$ cat config.mk
export PLATFORM = sky130hd
export DESIGN_NAME = txl_top
export DESIGN_NICKNAME = d
export VERILOG_FILES = /design/src/rtl/txl_pkg.sv /design/src/rtl/txl_fifo.sv /design/src/rtl/txl_shifter.sv /design/src/rtl/txl_top.sv
export SDC_FILE = /design/constraint.sdc
export NUM_CORES = 1
export LEC_CHECK = 0
export ABC_AREA = 1
export BUFFER_PORTS_ARGS = -buffer_cell sky130_fd_sc_hd__buf_2
export CAP_MARGIN = 20
export CORE_MARGIN = 1.5
export CORE_UTILIZATION = 30
export DETAILED_ROUTE_END_ITERATION = 10
export HOLD_SLACK_MARGIN = 0.05
export PLACE_DENSITY = 0.48
export SETUP_SLACK_MARGIN = 0.15
export SYNTH_ARGS = -nofsm -noshare
export SYNTH_HDL_FRONTEND = slang
export SYNTH_SLANG_ARGS = --single-unit
$ cat constraint.sdc
create_clock -name clk -period 4.6 [get_ports clk]
set_clock_uncertainty 0.2 [all_clocks]
set_input_delay 0.69 -clock clk [delete_from_list [all_inputs] [get_ports clk]]
set_output_delay 0.69 -clock clk [all_outputs]
set_load 0.02 [all_outputs]
$ cat src/rtl/txl_pkg.sv
package txl_pkg;

  localparam int FRAME_W = 12;

  typedef struct packed {
    logic [1:0] dbits;
    logic       par_en;
    logic       par_odd;
    logic       two_stop;
  } txl_fmt_t;

  // Serial image of one character, bit 0 goes out first; unused tail is idle level.
  function automatic logic [FRAME_W-1:0] mk_frame(input logic [7:0] d, input txl_fmt_t f);
    logic [FRAME_W-1:0] v;
    logic par;
    int nd;
    nd  = 5 + int'(f.dbits);
    v   = '1;
    v[0] = 1'b0;
    par = f.par_odd;
    for (int i = 0; i < 8; i++) begin
      if (i < nd) begin
        v[i+1] = d[i];
        par    = par ^ d[i];
      end
    end
    if (f.par_en) v[nd+1] = par;
    return v;
  endfunction

  function automatic logic [3:0] frame_len(input txl_fmt_t f);
    return 4'd7 + {2'b00, f.dbits} + {3'b000, f.par_en} + {3'b000, f.two_stop};
  endfunction

endpackage

$ cat src/rtl/txl_fifo.sv
module txl_fifo #(
  parameter int DW    = 8,
  parameter int DEPTH = 16
) (
  input  logic          clk,
  input  logic          rst_n,
  input  logic          flush,
  input  logic          push,
  input  logic [DW-1:0] din,
  input  logic          pop,
  output logic [DW-1:0] dout,
  output logic          empty,
  output logic          full
);
  localparam int AW = $clog2(DEPTH);
  localparam int CW = AW + 1;

  logic [DW-1:0] mem [DEPTH];
  logic [AW-1:0] wp, rp;
  logic [CW-1:0] cnt;

  always_ff @(posedge clk) begin
    if (push) mem[wp] <= din;
  end

  always_ff @(posedge clk or negedge rst_n) begin
    if (!rst_n) begin
      wp  <= '0;
      rp  <= '0;
      cnt <= '0;
    end else if (flush) begin
      wp  <= '0;
      rp  <= '0;
      cnt <= '0;
    end else begin
      if (push) wp <= wp + 1'b1;
      if (pop)  rp <= rp + 1'b1;
      case ({push, pop})
        2'b10:   cnt <= cnt + 1'b1;
        2'b01:   cnt <= cnt - 1'b1;
        default: cnt <= cnt;
      endcase
    end
  end

  assign dout  = mem[rp];
  assign empty = (cnt == '0);
  assign full  = (cnt == CW'(DEPTH));

endmodule

$ cat src/rtl/txl_shifter.sv
module txl_shifter
  import txl_pkg::*;
(
  input  logic           clk,
  input  logic           rst_n,
  input  logic           abort,
  input  logic           tick,
  input  logic           allow,
  input  logic           avail,
  input  logic           cts_gate,
  input  logic           cts,
  input  txl_fmt_t       fmt,
  input  logic [7:0]     data,
  output logic           pop,
  output logic           busy,
  output logic           line
);
  logic [FRAME_W-1:0] sh;
  logic [3:0]         rem;
  logic               last, go;

  assign last = busy && (rem == 4'd0);
  // clear-to-send is looked at only when a new character would begin
  assign go   = tick && (!busy || last) && allow && avail && !(cts_gate && cts);
  assign pop  = go;

  always_ff @(posedge clk or negedge rst_n) begin
    if (!rst_n) begin
      sh   <= '1;
      rem  <= '0;
      busy <= 1'b0;
    end else if (abort) begin
      sh   <= '1;
      rem  <= '0;
      busy <= 1'b0;
    end else if (tick) begin
      if (busy && !last) begin
        sh  <= {1'b1, sh[FRAME_W-1:1]};
        rem <= rem - 1'b1;
      end else if (go) begin
        sh   <= mk_frame(data, fmt);
        rem  <= frame_len(fmt) - 4'd1;
        busy <= 1'b1;
      end else begin
        sh   <= '1;
        busy <= 1'b0;
      end
    end
  end

  assign line = sh[0];

endmodule

$ cat src/rtl/txl_top.sv
module txl_top
  import txl_pkg::*;
#(
  parameter int DEPTH = 16
) (
  input  logic       clk,
  input  logic       rst_n,
  input  logic       bit_tick,
  input  logic       cmd_enable,
  input  logic       cmd_disable,
  input  logic       cmd_reset,
  input  logic       cmd_break_on,
  input  logic       cmd_break_off,
  input  logic [1:0] cfg_dbits,
  input  logic       cfg_par_en,
  input  logic       cfg_par_odd,
  input  logic       cfg_two_stop,
  input  logic       cfg_cts_gate,
  input  logic       cfg_rts_auto,
  input  logic       cts,
  input  logic       wr_valid,
  input  logic [7:0] wr_data,
  output logic       wr_ready,
  output logic       txd,
  output logic       tx_idle,
  output logic       drv_en,
  output logic       ovf_flag
);
  logic en_q, brk_q, ovf_q;
  logic f_empty, f_full, f_pop, push;
  logic [7:0] f_dout;
  logic busy, line;
  txl_fmt_t fmt;

  assign fmt      = '{dbits: cfg_dbits, par_en: cfg_par_en, par_odd: cfg_par_odd,
                      two_stop: cfg_two_stop};
  assign wr_ready = en_q && !f_full;
  assign push     = wr_valid && wr_ready;

  always_ff @(posedge clk or negedge rst_n) begin
    if (!rst_n) begin
      en_q  <= 1'b0;
      brk_q <= 1'b0;
      ovf_q <= 1'b0;
    end else if (cmd_reset) begin
      en_q  <= 1'b0;
      brk_q <= 1'b0;
      ovf_q <= 1'b0;
    end else begin
      if (cmd_disable)     en_q <= 1'b0;
      else if (cmd_enable) en_q <= 1'b1;
      if (cmd_break_on)       brk_q <= 1'b1;
      else if (cmd_break_off) brk_q <= 1'b0;
      if (wr_valid && en_q && f_full) ovf_q <= 1'b1;
    end
  end

  txl_fifo #(.DW(8), .DEPTH(DEPTH)) u_fifo (
    .clk(clk), .rst_n(rst_n), .flush(cmd_reset),
    .push(push), .din(wr_data), .pop(f_pop), .dout(f_dout),
    .empty(f_empty), .full(f_full)
  );

  txl_shifter u_shift (
    .clk(clk), .rst_n(rst_n), .abort(cmd_reset), .tick(bit_tick),
    .allow(en_q && !brk_q), .avail(!f_empty),
    .cts_gate(cfg_cts_gate), .cts(cts), .fmt(fmt), .data(f_dout),
    .pop(f_pop), .busy(busy), .line(line)
  );

  assign txd      = brk_q ? 1'b0 : line;
  assign tx_idle  = !busy && f_empty;
  assign drv_en   = cfg_rts_auto && !tx_idle;
  assign ovf_flag = ovf_q;

endmodule

-- After elaboration in Yosys (flattened, before gate mapping)
Memory sizes are Yosys's and may differ from the RTL's.
Index checks and enable logic that the tools add are counted.
- register bits: 33
- memory bits (writable): 128
- logic and storage cells: 191
- memories kept: 1
- add/subtract/negate cells: 11
- order comparisons: 10
- equality and inequality tests: 4
- muxes and demuxes: 113
- bitwise logic cells: 8
- reductions and logical operators: 35
- memory list (name ; depth ; bits a word ; read ports ; clocked after Yosys merged registers in ; wr ports ; RTL line ; RTL):
    u_fifo.mem ; 16 ; 8 ; 1 ; 0 ; 1 ; txl_fifo.sv:18 ; logic [DW-1:0] mem [DEPTH];
- operators with widths (operator ; count):
    4-bit by 32-bit < comparator with 1-bit output, first input constant ; 4
    1-bit 2-to-1 mux ; 96
    3-bit by 32-bit < comparator with 1-bit output, first input constant ; 2
    12-bit 2-to-1 mux ; 5
    32-bit by 2-bit adder with 32-bit output, second input constant ; 1
    32-bit by 1-bit greater-or-equal comparator with 1-bit output, second input constant ; 1
    1-bit by 32-bit < comparator with 1-bit output, first input constant ; 1
    2-bit by 32-bit < comparator with 1-bit output, first input constant ; 1
    32-bit by 6-bit < comparator with 1-bit output, second input constant ; 1
    4-bit 2-to-1 mux ; 8
    1-bit logical AND ; 15
    12-bit bitwise mux ; 1
    3-bit nonzero test ; 4
    5-bit one-hot mux with 2 select lines ; 1
    3-bit by 2-bit adder with 4-bit output, first input constant ; 2
    4-bit by 1-bit adder with 4-bit output ; 2
    4-bit by 1-bit adder with 4-bit output, second input constant ; 2
    2-bit nonzero test ; 4
    4-bit by 1-bit subtractor with 4-bit output, second input constant ; 2
    1-bit bitwise XOR ; 8
    1-bit zero test ; 7
    5-bit by 1-bit adder with 5-bit output, second input constant ; 1
    5-bit == test, second input constant ; 1
    5-bit zero test ; 1
    9 further kinds ; 10

-- Longest topological paths before layout
Gate-level depths: netlist (run 1).
- depth in word-level cells: 59
- gate-level depth with buffers: 23

-- By module
Synthesis (run 1) repeated with hierarchy kept, for this count alone.
- cells, all modules: 725
- area, all modules: 7439.6 um2
- modules (own cells, without submodules) (module ; times used ; cells an instance ; area each (um2)):
    txl_fifo ; 1 ; 501 ; 5916.9
    txl_shifter ; 1 ; 202 ; 1367.6
    txl_top ; 1 ; 22 ; 155.1

-- Worst setup path before layout (run 1)
OpenSTA, ideal clock, no wires.
- path type: input to register
- start: input port cfg_cts_gate
- end: register u_fifo.cnt[4]
- arrival: 2241 ps
- path slack: 2032 ps
- stages on the path: 10
- path through: a211oi_1 > nand3_1 > nor2_1 > ha_1 > nand2_1 > nand2_1 > a21oi_1 > nand2_1 > nand2_1 > o22ai_1
- cells in the longest elaborated chain, start to end: 6
- ends and longest elaborated chain (what ; RTL line ; RTL):
    start, declared ; txl_top.sv:18 ; input logic cfg_cts_gate,
    1-bit logical AND (*) ; txl_shifter.sv:24 ; assign go = tick && (!busy || last) && allow && avail && !(cts_gate && cts);
    1-bit zero test (*) ; txl_shifter.sv:24 ;
    1-bit logical AND (*) ; txl_shifter.sv:24 ;
    2-bit by 1-bit == test with 1-bit output or 2-bit == test (tied branches) ; txl_fifo.sv:38 ; case ({push, pop})
    5-bit one-hot mux with 2 select lines ; txl_fifo.sv:38 ;
    5-bit 2-to-1 mux ; txl_fifo.sv:31 ; end else if (flush) begin
    end signal, assigned ; txl_fifo.sv:39 ; 2'b10: cnt <= cnt + 1'b1;
    end signal, assigned ; txl_fifo.sv:40 ; 2'b01: cnt <= cnt - 1'b1;
    end signal, assigned ; txl_fifo.sv:41 ; default: cnt <= cnt;
    end, declared ; txl_fifo.sv:20 ; logic [CW-1:0] cnt;
Mark *: on every way between the ends. The rest lies on a longest branch, timed or not.
A chain may end at the register's enable or synchronous reset.

-- Final worst setup path (run 1)
- start: register u_fifo.rp[0]
- end: register u_shift.sh[4]
- cells in the longest elaborated chain, start to end: 55
- ends and longest elaborated chain (what ; RTL line ; RTL):
    start, declared ; txl_fifo.sv:19 ; logic [AW-1:0] wp, rp;
    start signal, assigned ; txl_fifo.sv:37 ; if (pop) rp <= rp + 1'b1;
    memory 16 x 8 bit (*) ; -- ;
    1-bit bitwise XOR ; txl_pkg.sv:24 ; par = par ^ d[i];
    1-bit 2-to-1 mux ; txl_pkg.sv:22 ; if (i < nd) begin
    1-bit 2-to-1 mux ; txl_shifter.sv:40 ; end else if (go) begin
    1-bit 2-to-1 mux ; txl_shifter.sv:37 ; if (busy && !last) begin
    1-bit 2-to-1 mux ; txl_shifter.sv:36 ; end else if (tick) begin
    1-bit 2-to-1 mux ; txl_shifter.sv:32 ; end else if (abort) begin
    1-bit bitwise XOR ; txl_pkg.sv:24 ;
    [39 not listed] ; -- ;
    1-bit 2-to-1 mux ; txl_shifter.sv:36 ;
    1-bit 2-to-1 mux ; txl_shifter.sv:32 ;
    12-bit bitwise mux ; txl_pkg.sv:27 ; if (f.par_en) v[nd+1] = par;
    12-bit 2-to-1 mux (*) ; txl_pkg.sv:27 ;
    12-bit 2-to-1 mux (*) ; txl_shifter.sv:40 ;
    12-bit 2-to-1 mux (*) ; txl_shifter.sv:37 ;
    12-bit 2-to-1 mux (*) ; txl_shifter.sv:36 ;
    12-bit 2-to-1 mux (*) ; txl_shifter.sv:32 ;
    end signal, assigned ; txl_shifter.sv:38 ; sh <= {1'b1, sh[FRAME_W-1:1]};
    end signal, assigned ; txl_shifter.sv:41 ; sh <= mk_frame(data, fmt);
    end, declared ; txl_shifter.sv:18 ; logic [FRAME_W-1:0] sh;
Mark *: on every way between the ends. The rest lies on a longest branch, timed or not. The select of a mux whose other input is x is not followed.

==> impl_metrics.ini, run 1 <==
[synthesis]
synthArstFlopShare_pct = 20.50
synthDistinctLibCells = 46
avg_cell_area_syn_um2 = 9.744
synth_largest_area_cell = sky130_fd_sc_hd__edfxtp_1
mappedNetlistNets = 830
synth-main-ff-cell = sky130_fd_sc_hd__edfxtp_1
yosys_warnings = 0
ys_seq_area_share_pct = 60.86
netlist.area_leader.share_pct = 49.93
ys_ff_latch = 161
cell_types_occupying_the_most_area_after_synthesis = sky130_fd_sc_hd__edfxtp_1 (50%), sky130_fd_sc_hd__nand2_1 (10%), sky130_fd_sc_hd__dfrtp_1 (6.8%)
post_synth_edffs = 128
post_synthesis_cell_area_um2 = 7697
postSynthCellCount = 790

[power_and_ir_drop]
cellLeakagePower_nw = 3.597
clock_power_share_pct = 44.1
switchingPower_mw = 0.8666
seqPwrFrac_pct = 47.8
power_density_nw_per_um2 = 387.2
peakVddDrop_mv = 0.2029
p_sw_share_pct = 25.68
cellInternalPower_mw = 2.508
power_frac_comb_pct = 8.1

[timing]
timing.final.crit_share_pct = 67.87
rsz0062_at_grt = no
maxSlewViolCount = 0
finalCriticalPeriod_ns = 3.122
report.final.setup_viol = 0
hold_viol = 0
holdWs_ns = 0.1484
setup_tns_ns = 0
slew_at_the_pin_closest_to_its_max_slew_limit_ns = 0.9320
max-slew-margin-rel_pct = 37.64
timing.fmax_ghz = 0.3203

[global_route]
gr-usage-met1_pct = 21.34
groute.layer.met2.usage_pct = 23.96
globalRouteMet3Util_pct = 2.743
global_route.usage.total_pct = 15.21
number_of_global_route_vias_before_repair = 5275
antenna_found_initial = 0
globalRoute.busiestLayer = met2
grt_first_pass_wirelength_um = 30210
global_route.overflow_total = 0
grt_start_max_net_pins = 60

[worst_setup_path]
r2r_cells = 21
critical_path_buf_inv_count = 4
setup.reg_to_reg.worst_slack_ns = 1.48
cpMostUsedCell = sky130_fd_sc_hd__nand2_1
r2r-end = u_shift.sh[4]
r2r_start = u_fifo.rp[0]
crit_path_end_kind = register
worst_path_max_delay_cell = sky130_fd_sc_hd__dfrtp_2
critical_path.max_fanout = 55
crit_chain = buf_4 -> nand2_1 -> nand3_1 -> nand2_1 -> nor2_1 -> inv_1 -> nand2_1 -> nand2_1 -> nand2_1 -> nand2_1 -> inv_1 -> nand2_1 -> nand2_2 -> inv_2 -> nand2_1 -> nand3_1 -> nand2_2 -> nand2_1 -> nand2_1 -> nand2_1 -> a21oi_1
crit_arrival_ns = 3.28
worst_setup_path_start_kind = register
cp_slowest_stage_delay_ns = 0.61
critical-path-top-delay-family = simple AND/OR/NAND/NOR gates
worst-setup-path-type = register to register
required_ns = 4.75

[drt]
initialDrtViolationCount = 325
detail_route.drc_violations = 0
post_route_antenna_net_violation_count = 0
firstDrtPassIters = 5
final_routed_wirelength_um = 18940
route.detailed.wl_per_inst_um = 16.34
detailroute.via_count = 5344
vias_per_cell = 4.611

[clocking]
cts_buffers = 17
tritoncts = built
ctsHtreeMaxLevel = 4
reg_clk_slew_reported_paths_ns = 0.07
post_cts.repair.setup_buffers = 0
clkSinkCount = 161
clk-insertion-delay-late_ns = 0.42
cts_buffer_depth = 2
cts_root_buffer = sky130_fd_sc_hd__clkbuf_16
post_cts_hold_buffer_count = 0
post_cts.resized_instances = 0

[layout]
final_layout_size_suffix_gt1_share_pct = 13.03
final_net_count = 856
n_fill_cell = 2533
number_of_antenna_cells_inserted = 0
design_area_um2 = 8715
syn_to_final_growth_pct = 13.22

[floorplanning]
die-height_um = 163.2
die-area_um2 = 26630
floorplan.initialDensity_pct = 30.57
rows = 58
floorplan.core_area_um2 = 25180
top_level_ports = 30
fp.dieW_um = 163.2

[place]
placement.io_buffers = 29
postPlaceCellArea_um2 = 8095
gpl.final_weighted_congestion = 0.7917
detailed_place_hpwl_um = 12400

[min_path]
hold_class = input pin to async pin

[run]
max_capacitance_violation_total = 0

[status]
result_of_the_run = complete, no violations
[layout by cell type, fill, tap and decap left out, drive strengths merged, types with 4 or more instances in the layout]
cell,n
nand2,220
inv,108
clkbuf,17
o22ai,5
dfrtp,21
ha,13
dfstp,12
buf,33
a21oi,25
nor3,6
o21ai,20
or2,7
o211ai,4
nand4,8
nand3,78
nor2,89
clkinv,6
edfxtp,128
[power by group through the flow]
stage	Clock, mW	Sequential [mW]	Combinational (mW)
after floorplan	0	1.64	0.184
after global placement	0	1.65	0.274
after detailed placement	0	1.65	0.275
after CTS	1.51	1.61	0.277
after global routing	1.56	1.62	0.313
final	1.49	1.61	0.273
[sequential cells by signal (all words and copies together), names as in the netlist]
signal        count
u_shift.busy      1
u_fifo.wp         4
u_fifo.cnt        5
u_shift.rem       4
ovf_flag          1
u_shift.sh       12
u_fifo.rp         4
en_q              1
brk_q             1
u_fifo.mem      128
[worst max path at each step]
stage / from / end / slack [ns] / depth (start not counted)
after detailed placement: u_fifo.rp[0] / u_shift.sh[4] / 1.50 / 19
after global placement: u_fifo.rp[0] / u_shift.sh[4] / 1.53 / 21
after global routing: u_fifo.rp[0] / u_shift.sh[4] / 1.13 / 19
after floorplan: cfg_cts_gate / u_fifo.cnt[4] / 2.03 / 10
final: u_fifo.rp[0] / u_shift.sh[4] / 1.48 / 21
after CTS: u_fifo.rp[0] / u_shift.sh[4] / 1.48 / 19
[worst register-to-register path, cell delays in order, from the launching register on]
cell and delay [ns]:
sky130_fd_sc_hd__dfrtp_2 0.61, sky130_fd_sc_hd__buf_4 0.58, sky130_fd_sc_hd__nand2_1 0.12, sky130_fd_sc_hd__nand3_1 0.10, sky130_fd_sc_hd__nand2_1 0.05, sky130_fd_sc_hd__nor2_1 0.25, sky130_fd_sc_hd__inv_1 0.07, sky130_fd_sc_hd__nand2_1 0.07
sky130_fd_sc_hd__nand2_1 0.07, sky130_fd_sc_hd__nand2_1 0.07, sky130_fd_sc_hd__nand2_1 0.07, sky130_fd_sc_hd__inv_1 0.05, sky130_fd_sc_hd__nand2_1 0.05, sky130_fd_sc_hd__nand2_2 0.09, sky130_fd_sc_hd__inv_2 0.05, sky130_fd_sc_hd__nand2_1 0.05
sky130_fd_sc_hd__nand3_1 0.12, sky130_fd_sc_hd__nand2_2 0.11, sky130_fd_sc_hd__nand2_1 0.05, sky130_fd_sc_hd__nand2_1 0.06, sky130_fd_sc_hd__nand2_1 0.05, sky130_fd_sc_hd__a21oi_1 0.12
[kinds of logic (layout without fill, tap and decap cells)]
kind of cell | Yosys count | count (layout) | synth area share [%]
flip-flops | 161 | 161 | 60.86
AO/OA/AOI/OAI | 67 | 67 | 5.137
buffers and inverters | 128 | 167 | 7.493
AND/OR/NAND/NOR | 414 | 414 | 23.31
XOR/XNOR | 5 | 5 | 0.5690
adder cells (fa/ha/maj) | 15 | 15 | 2.633
[final cells by class]
cell class / count / area [µm²] / share of cell area [%]
inverter: 102 / 385.4 / 4.422
multi-input combinational: 501 / 2436 / 27.95
tap: 330 / 412.9 / 4.738
timing repair buffer: 33 / 175.2 / 2.010
sequential: 161 / 4686 / 53.77
clock buffer: 17 / 425.4 / 4.882
clock inverter: 15 / 193.9 / 2.225
[layer usage]
metal | up-vias | part of all wire [%] | routed length [µm]
met2 | 94 | 46 | 8739
met4 | 0 | 1.5 | 293
li1 | 2664 | - | -
met3 | 17 | 3.5 | 659
met1 | 2569 | 49 | 9249
met5 | - | 0 | 0
[cells in the mapped netlist, types with 8 or more instances]
cell type	n
sky130_fd_sc_hd__nand2_1	214
sky130_fd_sc_hd__edfxtp_1	128
sky130_fd_sc_hd__inv_1	93
sky130_fd_sc_hd__nor2_1	84
sky130_fd_sc_hd__nand3_1	72
sky130_fd_sc_hd__a21oi_1	25
sky130_fd_sc_hd__dfrtp_1	21
sky130_fd_sc_hd__o21ai_0	16
sky130_fd_sc_hd__ha_1	13
sky130_fd_sc_hd__dfstp_2	12
sky130_fd_sc_hd__buf_2	9
sky130_fd_sc_hd__nand4_1	8
[stage by stage]
step	total power, mW	setup WS (ns)	std cells	util [%]
global route	3.496	1.127	1159	34.61
finish	3.375	1.478	1159	34.61
global placement	1.920	1.534	1127	32.15
detailed placement	1.921	1.496	1127	32.15
floorplan	1.823	2.032	790	-
CTS	3.402	1.479	1159	34.61
No activity file was read; power rests on OpenSTA's default activity.
==> inputs of run 2 (changes only) <==
- PLACE_DENSITY: 0.48 -> 0.49
- clock period: 4.6 -> 2.7 ns (I/O delays scaled with it)
==> impl_metrics.ini, run 2 (synthesis gave the netlist of run 1 again) <==
[status]
result_of_the_run = complete, no violations

[floorplanning]
top_level_ports = 30
floorplan.core_area_um2 = 25180
die-area_um2 = 26630
floorplan.initialDensity_pct = 30.57
rows = 58
fp.dieW_um = 163.2
die-height_um = 163.2

[place]
dpl_cells = 1159
gpl.final_weighted_congestion = 0.8025
detailed_place_hpwl_um = 12700
placement.io_buffers = 29

[clocking]
cts_buffers = 17
cts_root_buffer = sky130_fd_sc_hd__clkbuf_16
ctsHtreeMaxLevel = 4
cts_buffer_depth = 2
tritoncts = built
reg_clk_slew_reported_paths_ns = 0.08
clkSinkCount = 161
clk-insertion-delay-late_ns = 0.44

[layout]
layout_top_registers = u_fifo.mem (128), u_shift.sh (12), u_fifo.cnt (5)
layout_commonest_cell = sky130_fd_sc_hd__nand2_1
number_of_antenna_cells_inserted = 0
final_cell_mix = sky130_fd_sc_hd__nand2_1 (192), sky130_fd_sc_hd__edfxtp_1 (128), sky130_fd_sc_hd__inv_1 (90), sky130_fd_sc_hd__nor2_1 (65), sky130_fd_sc_hd__nand3_1 (50)
largest_register_ffs = 128
final_net_count = 922
largest_register = u_fifo.mem
final_layout_size_suffix_gt1_share_pct = 27.37
fin_cells = 1225
syn_to_final_growth_pct = 27.47
utilization_pct = 38.96

[worst_setup_path]
required_ns = 2.88
crit_arrival_ns = 2.74
worst-setup-path-type = register to register
crit_path_end_kind = register
worst_setup_path_start_kind = register
critical_path.max_fanout = 8

[global_route]
global_route.usage.total_pct = 16.13
number_of_global_route_vias_before_repair = 5377
grt_first_pass_wirelength_um = 31440
antenna_found_initial = 0
global_route.overflow_total = 0
grt_start_max_net_pins = 34

[timing]
timing.final.crit_share_pct = 94.78
finalCriticalPeriod_ns = 2.559
setup_tns_ns = 0
slew_at_the_pin_closest_to_its_max_slew_limit_ns = 0.8732
rsz0062_at_grt = yes
hold_viol = 0
timing.fmax_ghz = 0.3908
holdWs_ns = 0.06005
maxSlewViolCount = 0
report.final.setup_viol = 0
max-slew-margin-rel_pct = 41.57

[drt]
route.detailed.wl_per_inst_um = 16.73
final_routed_wirelength_um = 20500
post_route_antenna_net_violation_count = 0
detail_route.drc_violations = 0
vias_per_cell = 4.564
firstDrtPassIters = 4
detailroute.via_count = 5591
initialDrtViolationCount = 302

[run]
max_capacitance_violation_total = 0

[min_path]
hold_class = input pin to register

[power_and_ir_drop]
cellLeakagePower_nw = 4.075
power_density_nw_per_um2 = 596.6
peakVddDrop_mv = 0.3543
-- run 2: changes by cell type in the layout (fill, tap and decap cells not counted), sizes merged --
cell | previous run | this run
inv | 108 | 110
clkinv | 6 | 7
dlygate4sd3 | 0 | 4
bufinv | 2 | 0
buf | 33 | 93
clkinvlp | 1 | 2
-- run 2: metal layers --
metal | GRT usage [%] | vias to the layer above | part of all wire, % | wire length [µm]
met1 | 22.15 | 2691 | 47 | 9694
met2 | 25.64 | 79 | 48 | 9812
met3 | 2.971 | 22 | 3.1 | 627
met5 | 0 | - | 0 | 0
li1 | - | 2799 | - | -
met4 | 5.254 | 0 | 1.8 | 362
-- run 2: what timing repair did --
action                                  CTS  global route
cloned                                    6             1
pin swaps                                36            21
hold buffers                              4             0
buffers inserted                         21             2
gates resized for setup                  70            50
hold endpoints to repair                 23             0
endpoints found under the setup margin    9            50
-- run 2: report_power, final --
part	internal [mW]	switching [mW]
sequential	2.71	0.0252
combinational	0.253	0.397
clock	1.26	1.20
-- run 2: cell type report --
| class | instances | area (µm²) |
|---|---|---|
| inverters | 102 | 409.1 |
| well taps | 330 | 412.9 |
| flip-flops and latches | 161 | 4687 |
| fillers | 2443 | 15370 |
| multi-input cells | 501 | 2749 |
| repair buffers | 97 | 908.4 |
| clock inverters | 15 | 178.9 |
| repair inverters | 2 | 41.29 |
| clock buffers | 17 | 425.4 |
-- run 2: worst paths after layout --
check	startpoint	end	slack, ns	cells after the start
worst max-delay path	u_fifo.rp[0]	u_shift.sh[5]	0.14	16
worst min-delay path	cmd_break_off	brk_q	0.06	4
worst max register to register	u_fifo.rp[0]	u_shift.sh[5]	0.14	16
worst min register to register	u_shift.sh[11]	u_shift.sh[11]	0.28	2
max in group asynchronous	rst_n	u_fifo.rp[0]	1.34	2
min in group asynchronous	rst_n	u_shift.rem[0]	0.38	2
-- run 2: worst max-delay path: stages, from the launching register on --
cell,delay [ns]
sky130_fd_sc_hd__dfrtp_2,0.42
sky130_fd_sc_hd__buf_12,0.16
sky130_fd_sc_hd__buf_16,0.13
sky130_fd_sc_hd__buf_8,0.12
sky130_fd_sc_hd__buf_4,0.10
sky130_fd_sc_hd__nor2_1,0.03
sky130_fd_sc_hd__o221ai_1,0.31
sky130_fd_sc_hd__nand4_1,0.15
sky130_fd_sc_hd__nand2_1,0.16
sky130_fd_sc_hd__nand2_1,0.13
sky130_fd_sc_hd__inv_1,0.12
sky130_fd_sc_hd__nand3_4,0.10
sky130_fd_sc_hd__nand2_4,0.08
sky130_fd_sc_hd__nand2_1,0.05
sky130_fd_sc_hd__nand2_1,0.05
sky130_fd_sc_hd__nand2_1,0.05
sky130_fd_sc_hd__a21oi_1,0.12
-- run 2: stage by stage --
step	power, mW	worst slack (ns)	cell area (µm²)
global route	6.074	-0.01593	9812
floorplan	3.106	0.1519	7697
detailed placement	3.318	-0.01643	8361
global placement	3.318	0.01845	8361
finish	5.854	0.1409	9812
CTS	5.848	0.1490	9599
